--- src/rtl/busrst_pkg.sv ---
package busrst_pkg;

  typedef enum logic [1:0] {
    ST_IDLE  = 2'd0,
    ST_ARB   = 2'd1,
    ST_DRIVE = 2'd2
  } brs_state_t;

  // control register location and the bit positions software writes
  localparam logic [3:0] CTL_ADDR  = 4'd9;
  localparam int         SHORT_BIT = 7;
  localparam int         LONG_BIT  = 6;

endpackage

--- src/rtl/busrst_decode.sv ---
module busrst_decode
  import busrst_pkg::*;
#(
  parameter int AW = 4,
  parameter int DW = 8
) (
  input  logic          short_mode,
  input  logic          reg_wr,
  input  logic [AW-1:0] reg_addr,
  input  logic [DW-1:0] reg_wdata,
  input  logic          rx_reset,
  input  logic          rx_arb,
  output logic          long_trig,
  output logic          short_wr,
  output logic          rx_short
);

  logic          hit;
  logic [DW-1:0] wdata_unused;

  assign wdata_unused = reg_wdata;
  assign hit          = reg_wr && (reg_addr == AW'(CTL_ADDR));

  // a received reset is long unless it was arbitrated and this node honours short ones
  assign long_trig = (hit && reg_wdata[LONG_BIT]) ||
                     (rx_reset && (!rx_arb || !short_mode));
  assign rx_short  = rx_reset && rx_arb && short_mode;
  assign short_wr  = hit && reg_wdata[SHORT_BIT] && short_mode;

endmodule

--- src/rtl/busrst_timer.sv ---
module busrst_timer #(
  parameter int LONG_CYC  = 16700,
  parameter int SHORT_CYC = 130,
  parameter int CW        = 15
) (
  input  logic clk,
  input  logic rst,
  input  logic load,
  input  logic load_long,
  output logic expire
);

  localparam logic [CW-1:0] LONG_LD  = CW'(LONG_CYC - 1);
  localparam logic [CW-1:0] SHORT_LD = CW'(SHORT_CYC - 1);

  logic [CW-1:0] cnt;

  always_ff @(posedge clk) begin
    if (rst)              cnt <= '0;
    else if (load)        cnt <= load_long ? LONG_LD : SHORT_LD;
    else if (cnt != '0)   cnt <= cnt - 1'b1;
  end

  assign expire = (cnt == '0);

  AST_CNT_IN_RANGE: assert property (@(posedge clk) disable iff (rst)
    cnt <= LONG_LD);

  AST_CNT_DESCENDS: assert property (@(posedge clk) disable iff (rst)
    (!load && cnt != '0) |=> (cnt == $past(cnt) - 1'b1));

endmodule

--- src/rtl/busrst_ctl.sv ---
module busrst_ctl
  import busrst_pkg::*;
#(
  parameter int CLK_MHZ  = 100,
  parameter int LONG_NS  = 167000,
  parameter int SHORT_NS = 1300,
  parameter int AW       = 4,
  parameter int DW       = 8
) (
  input  logic          clk,
  input  logic          rst,
  input  logic          short_en_n,
  input  logic          reg_wr,
  input  logic [AW-1:0] reg_addr,
  input  logic [DW-1:0] reg_wdata,
  output logic [DW-1:0] ctl_rdata,
  input  logic          arb_grant,
  output logic          arb_req,
  input  logic          rx_reset,
  input  logic          rx_arb,
  output logic          drive_rst,
  output logic          rst_is_short,
  output logic          done,
  output logic          done_short
);

  localparam int LONG_CYC  = CLK_MHZ * LONG_NS / 1000;
  localparam int SHORT_CYC = (CLK_MHZ * SHORT_NS + 999) / 1000;
  localparam int CW        = $clog2(LONG_CYC + 1);

  logic       short_mode;
  logic       long_trig, short_wr, rx_short;
  logic       load, load_long, expire;
  brs_state_t st, st_n;
  logic       pend_q, pend_n;
  logic       type_q, type_n;
  logic       drive_q, arb_q, short_q, done_q, done_short_q;
  logic       done_n;

  assign short_mode = ~short_en_n;

  busrst_decode #(.AW(AW), .DW(DW)) u_decode (
    .short_mode (short_mode),
    .reg_wr     (reg_wr),
    .reg_addr   (reg_addr),
    .reg_wdata  (reg_wdata),
    .rx_reset   (rx_reset),
    .rx_arb     (rx_arb),
    .long_trig  (long_trig),
    .short_wr   (short_wr),
    .rx_short   (rx_short)
  );

  busrst_timer #(.LONG_CYC(LONG_CYC), .SHORT_CYC(SHORT_CYC), .CW(CW)) u_timer (
    .clk       (clk),
    .rst       (rst),
    .load      (load),
    .load_long (load_long),
    .expire    (expire)
  );

  always_comb begin
    st_n      = st;
    load      = 1'b0;
    load_long = 1'b0;
    type_n    = type_q;
    done_n    = 1'b0;
    unique case (st)
      ST_IDLE: begin
        if (long_trig) begin
          st_n = ST_DRIVE; load = 1'b1; load_long = 1'b1; type_n = 1'b0;
        end else if (rx_short) begin
          st_n = ST_DRIVE; load = 1'b1; type_n = 1'b1;
        end else if (pend_q && short_mode) begin
          st_n = ST_ARB;
        end
      end
      ST_ARB: begin
        if (long_trig) begin
          st_n = ST_DRIVE; load = 1'b1; load_long = 1'b1; type_n = 1'b0;
        end else if (rx_short) begin
          st_n = ST_DRIVE; load = 1'b1; type_n = 1'b1;
        end else if (!short_mode) begin
          st_n = ST_IDLE;
        end else if (arb_grant) begin
          st_n = ST_DRIVE; load = 1'b1; type_n = 1'b1;
        end
      end
      ST_DRIVE: begin
        if (long_trig) begin
          load = 1'b1; load_long = 1'b1; type_n = 1'b0;
        end else if (expire) begin
          st_n = ST_IDLE; done_n = 1'b1;
        end
      end
      default: st_n = ST_IDLE;
    endcase
  end

  // pending short request: set by a write outside a drive, cleared once a reset starts
  always_comb begin
    pend_n = pend_q;
    if (load || !short_mode)               pend_n = 1'b0;
    else if (short_wr && st != ST_DRIVE)   pend_n = 1'b1;
  end

  always_ff @(posedge clk) begin
    if (rst) begin
      st           <= ST_IDLE;
      pend_q       <= 1'b0;
      type_q       <= 1'b0;
      drive_q      <= 1'b0;
      arb_q        <= 1'b0;
      short_q      <= 1'b0;
      done_q       <= 1'b0;
      done_short_q <= 1'b0;
    end else begin
      st           <= st_n;
      pend_q       <= pend_n;
      type_q       <= type_n;
      drive_q      <= (st_n == ST_DRIVE);
      arb_q        <= (st_n == ST_ARB);
      short_q      <= (st_n == ST_DRIVE) && type_n;
      done_q       <= done_n;
      done_short_q <= done_n && type_q;
    end
  end

  assign ctl_rdata    = {{(DW-1){1'b0}}, pend_q} << SHORT_BIT;
  assign arb_req      = arb_q;
  assign drive_rst    = drive_q;
  assign rst_is_short = short_q;
  assign done         = done_q;
  assign done_short   = done_short_q;

  AST_DONE_SINGLE: assert property (@(posedge clk) disable iff (rst)
    done_q |=> !done_q);

  AST_DONE_AFTER_DRIVE: assert property (@(posedge clk) disable iff (rst)
    done_q |-> (!drive_q && $past(drive_q)));

  AST_LEGACY_NO_ARB: assert property (@(posedge clk) disable iff (rst)
    $past(!short_mode) |-> !arb_q);

  AST_PEND_GONE_AT_DRIVE: assert property (@(posedge clk) disable iff (rst)
    $rose(drive_q) |-> !pend_q);

  AST_SHORT_HAS_CAUSE: assert property (@(posedge clk) disable iff (rst)
    ($rose(drive_q) && short_q) |-> ($past(arb_grant && arb_q) || $past(rx_short)));

  AST_LONG_WINS: assert property (@(posedge clk) disable iff (rst)
    $past(long_trig) |-> (drive_q && !short_q && !arb_q));

endmodule

--- config.mk ---
export PLATFORM = sky130hd
export DESIGN_NAME = busrst_ctl
export DESIGN_NICKNAME = d
export VERILOG_FILES = /design/src/rtl/busrst_pkg.sv /design/src/rtl/busrst_decode.sv /design/src/rtl/busrst_timer.sv /design/src/rtl/busrst_ctl.sv
export SDC_FILE = /design/constraint.sdc
export NUM_CORES = 1
export LEC_CHECK = 0
export BUFFER_PORTS_ARGS = -buffer_cell sky130_fd_sc_hd__buf_4
export CELL_PAD_IN_SITES_DETAIL_PLACEMENT = 0
export CELL_PAD_IN_SITES_GLOBAL_PLACEMENT = 1
export CORE_MARGIN = 5
export CORE_UTILIZATION = 30
export CTS_CLUSTER_DIAMETER = 120
export DETAILED_ROUTE_END_ITERATION = 16
export GPL_ROUTABILITY_DRIVEN = 0
export PLACE_DENSITY = 0.68
export SLEW_MARGIN = 5
export SYNTH_ARGS = -nofsm -noshare
export SYNTH_HDL_FRONTEND = slang
export SYNTH_SLANG_ARGS = --single-unit
--- constraint.sdc ---
create_clock -name clk -period 3.2 [get_ports clk]
set_input_delay 0.32 -clock clk [delete_from_list [all_inputs] [get_ports clk]]
set_output_delay 0.32 -clock clk [all_outputs]
set_load 0.02 [all_outputs]
==> flow_summary.json <==
{
  "synth_edf_count": 0,
  "top_register": "u_timer.cnt",
  "cp_slowest_cell": "and4_2",
  "grt_pass1_vias": 1168,
  "cp_top_family": "simple AND/OR/NAND/NOR gates",
  "hold_end": "pend_q",
  "antenna_found_initial": 0,
  "swShare": 0.310,
  "initial_core_util": 0.311,
  "cts_setup_buffers": 0,
  "cts.htree.levels": 1,
  "finalCritPeriodShare": 0.690,
  "grt_max_degree": 17,
  "cp_max_fo": 16,
  "cp-end-kind": "flop",
  "grt.overflow.total": 0,
  "synth_async_sr_flop_share": 0,
  "synth_top_area_cell": "dfxtp_1",
  "first_iter_violations": 75,
  "slew_headroom": 0.562,
  "ys_seq_area_frac": 0.383,
  "yosysMostFrequentCell": "dfxtp_1",
  "use_met1": 0.165,
  "grt_first_pass_wirelength_um": 5350,
  "post-route-min-period_ps": 2210,
  "hold_depth": 2,
  "area_growth_pct": 15.0,
  "path_buf_inv": 1,
  "rrSetupSlack_ps": 990,
  "cts_resized": 0,
  "postCtsHoldBufs": 0,
  "seqPwrFrac": 0.470,
  "p_leak_nw": 0.574,
  "ir_drop_mv": 0.217,
  "n_antenna_cell": 0,
  "hold_viol": 0,
  "crit_type": "flop to flop",
  "cts_tree": "yes",
  "drive_gt1_frac": 0.237,
  "reg_top3": "u_timer.cnt x15, st x2",
  "placementRows": 23,
  "critPathMaxStageDelay_ps": 520,
  "critical_path_required_ps": 3360,
  "synth-main-ff-cell": "dfxtp_1",
  "maxCapViolCount": 0,
  "cts.sinks": 24,
  "rsz0062_at_grt": "no",
  "hp-class": "input pin to flop",
  "syn_area_per_cell_um2": 8.96,
  "final-setup-viol-count": 0,
  "wl_per_cell_um": 14.2,
  "grtUsageMet3": 0.0334,
  "drc_errors": 0,
  "worstHoldStart": "short_en_n",
  "crit_path_start_kind": "flop",
  "viasPerCell": 5.34,
  "ys_ff_latch": 24,
  "arrival_ps": 2370,
  "io_pins": 32,
  "outcome": "finished, final reports clean",
  "fin_skew_ps": 6.71,
  "clk_path_buf_depth": 2,
  "cts_buffers": 3,
  "num_vias": 1101,
  "tns_ps": 0,
  "largest_reg_flops": 15,
  "dieArea_um2": 5580,
  "cts.clk_slew.worst_paths_ps": 90,
  "r2r_start": "u_timer.cnt[0]",
  "synthTopCellsByCount": "dfxtp_1 (24), a21oi_1 (12), buf_4 (8), nor2_1 (8), or2_2 (8)",
  "cts_root_buffer": "clkbuf_8",
  "top_usage_layer": "met2",
  "p_comb_frac": 0.253,
  "r2r_end": "st[1]",
  "syn_area_um2": 1250,
  "wirelength_um": 2920,
  "synth_warnings": 0,
  "portBuffers": 18,
  "grt_usage": 0.123,
  "antenna_left": 0,
  "drv_slew": 0,
  "clockPowerShare": 0.277,
  "fillers": 429,
  "path_cells": "inv_1 -> ha_1 -> nor4b_1 -> and4_2 -> a21boi_0 -> or2_2",
  "power_density_nw_per_um2": 524,
  "dp_hpwl_um": 2230,
  "p_int_uw": 521,
  "grt_use_met2": 0.199,
  "whs_ps": 247,
  "fp.dieH_um": 74.7,
  "ys_types": 52,
  "register_area_um2": 480,
  "die_w_um": 74.7,
  "syn_inst": 140,
  "multiInputGateArea_um2": 698,
  "synth_area_leaders": "dfxtp_1 (38%), a21oi_1 (4.8%), buf_4 (4.8%)",
  "insertion_delay_ps": 270,
  "dr.pass1.iters": 4,
  "switchingPower_uw": 235,
  "rr_worst_depth": 6,
  "fmax_mhz": 453,
  "fin_nets": 178,
  "worstMarginPinSlew_ps": 652,
  "synth_top_area_share": 0.383,
  "core_um2": 4030
}
-- stage by stage --
step	utilization	cells	worst slack, ps	power [mW]	area, µm²
after global placement	0.344	202	1070	0.546	1390
after floorplan	-	146	1200	0.507	1280
after global routing	0.358	206	770	0.809	1440
final	0.358	206	991	0.756	1440
after CTS	0.358	206	1010	0.761	1440
after detailed placement	0.344	202	1030	0.552	1390
-- cell usage in the layout (no fill, tap or decap), types with 2 or more instances in the layout --
cell       n
nor3_1     5
or3_1      3
a21oi_1   12
a31oi_1    2
conb_1     7
nor4_1     3
inv_1      3
buf_4     18
or2_2      8
o2111a_1   2
or4_1      4
o31ai_1    4
nor2b_1    2
o21ai_0    5
dfxtp_1   24
ha_1       2
nor2_1     8
clkbuf_8   4
nand4_1    2
or4_4      2
nand2b_1   3
nand2_1    4
o22ai_1    2
-- worst max-delay path by stage --
stage | start | end | slack (ps) | cells after the start
after floorplan | u_timer.cnt[0] | u_timer.cnt[8] | 1200 | 8
after CTS | u_timer.cnt[0] | st[1] | 1010 | 6
final | u_timer.cnt[0] | st[1] | 990 | 6
after global placement | u_timer.cnt[0] | drive_rst | 1070 | 6
after global routing | u_timer.cnt[0] | drive_rst | 770 | 6
after detailed placement | u_timer.cnt[0] | st[1] | 1030 | 6
-- layout make-up --
type	count	share of cell area
clock buffer	4	0.0382
inverter	3	0.00781
multi-input combinational	107	0.484
sequential	24	0.333
tap	50	0.0434
timing repair buffer	18	0.0937
-- routing by layer --
| metal | routed length (µm) | share of wire | vias up |
|---|---|---|---|
| li1 | - | - | 552 |
| met1 | 1410 | 0.48 | 512 |
| met2 | 1340 | 0.46 | 35 |
| met3 | 162 | 0.055 | 2 |
| met4 | 10 | 0.0034 | 0 |
| met5 | 0 | 0 | - |
-- worst reg2reg max path: stages (launching register included) --
cell	delay, ps
dfxtp_1	340
inv_1	120
ha_1	160
nor4b_1	420
and4_2	520
a21boi_0	200
or2_2	330
-- logic make-up after synthesis --
group                    count (synthesis)  share of synthesized area
AND/OR/NAND/NOR                         54                      0.267
AO/OA/AOI/OAI                           41                      0.226
flip-flops                              24                      0.383
buffers and inverters                   15                     0.0788
adder cells (fa/ha/maj)                  2                     0.0199
XOR/XNOR                                 2                     0.0140
other                                    1                    0.00299
multiplexers                             1                    0.00798
-- power groups by stage --
stage | clock [mW] | sequential, mW | combinational (mW)
2_1_floorplan | 0 | 0.356 | 0.150
5_1_grt | 0.228 | 0.361 | 0.220
4_1_cts | 0.215 | 0.355 | 0.192
3_5_place_dp | 0 | 0.361 | 0.191
6_report | 0.209 | 0.355 | 0.192
3_3_place_gp | 0 | 0.360 | 0.186
(Power assumes the default switching activity.)
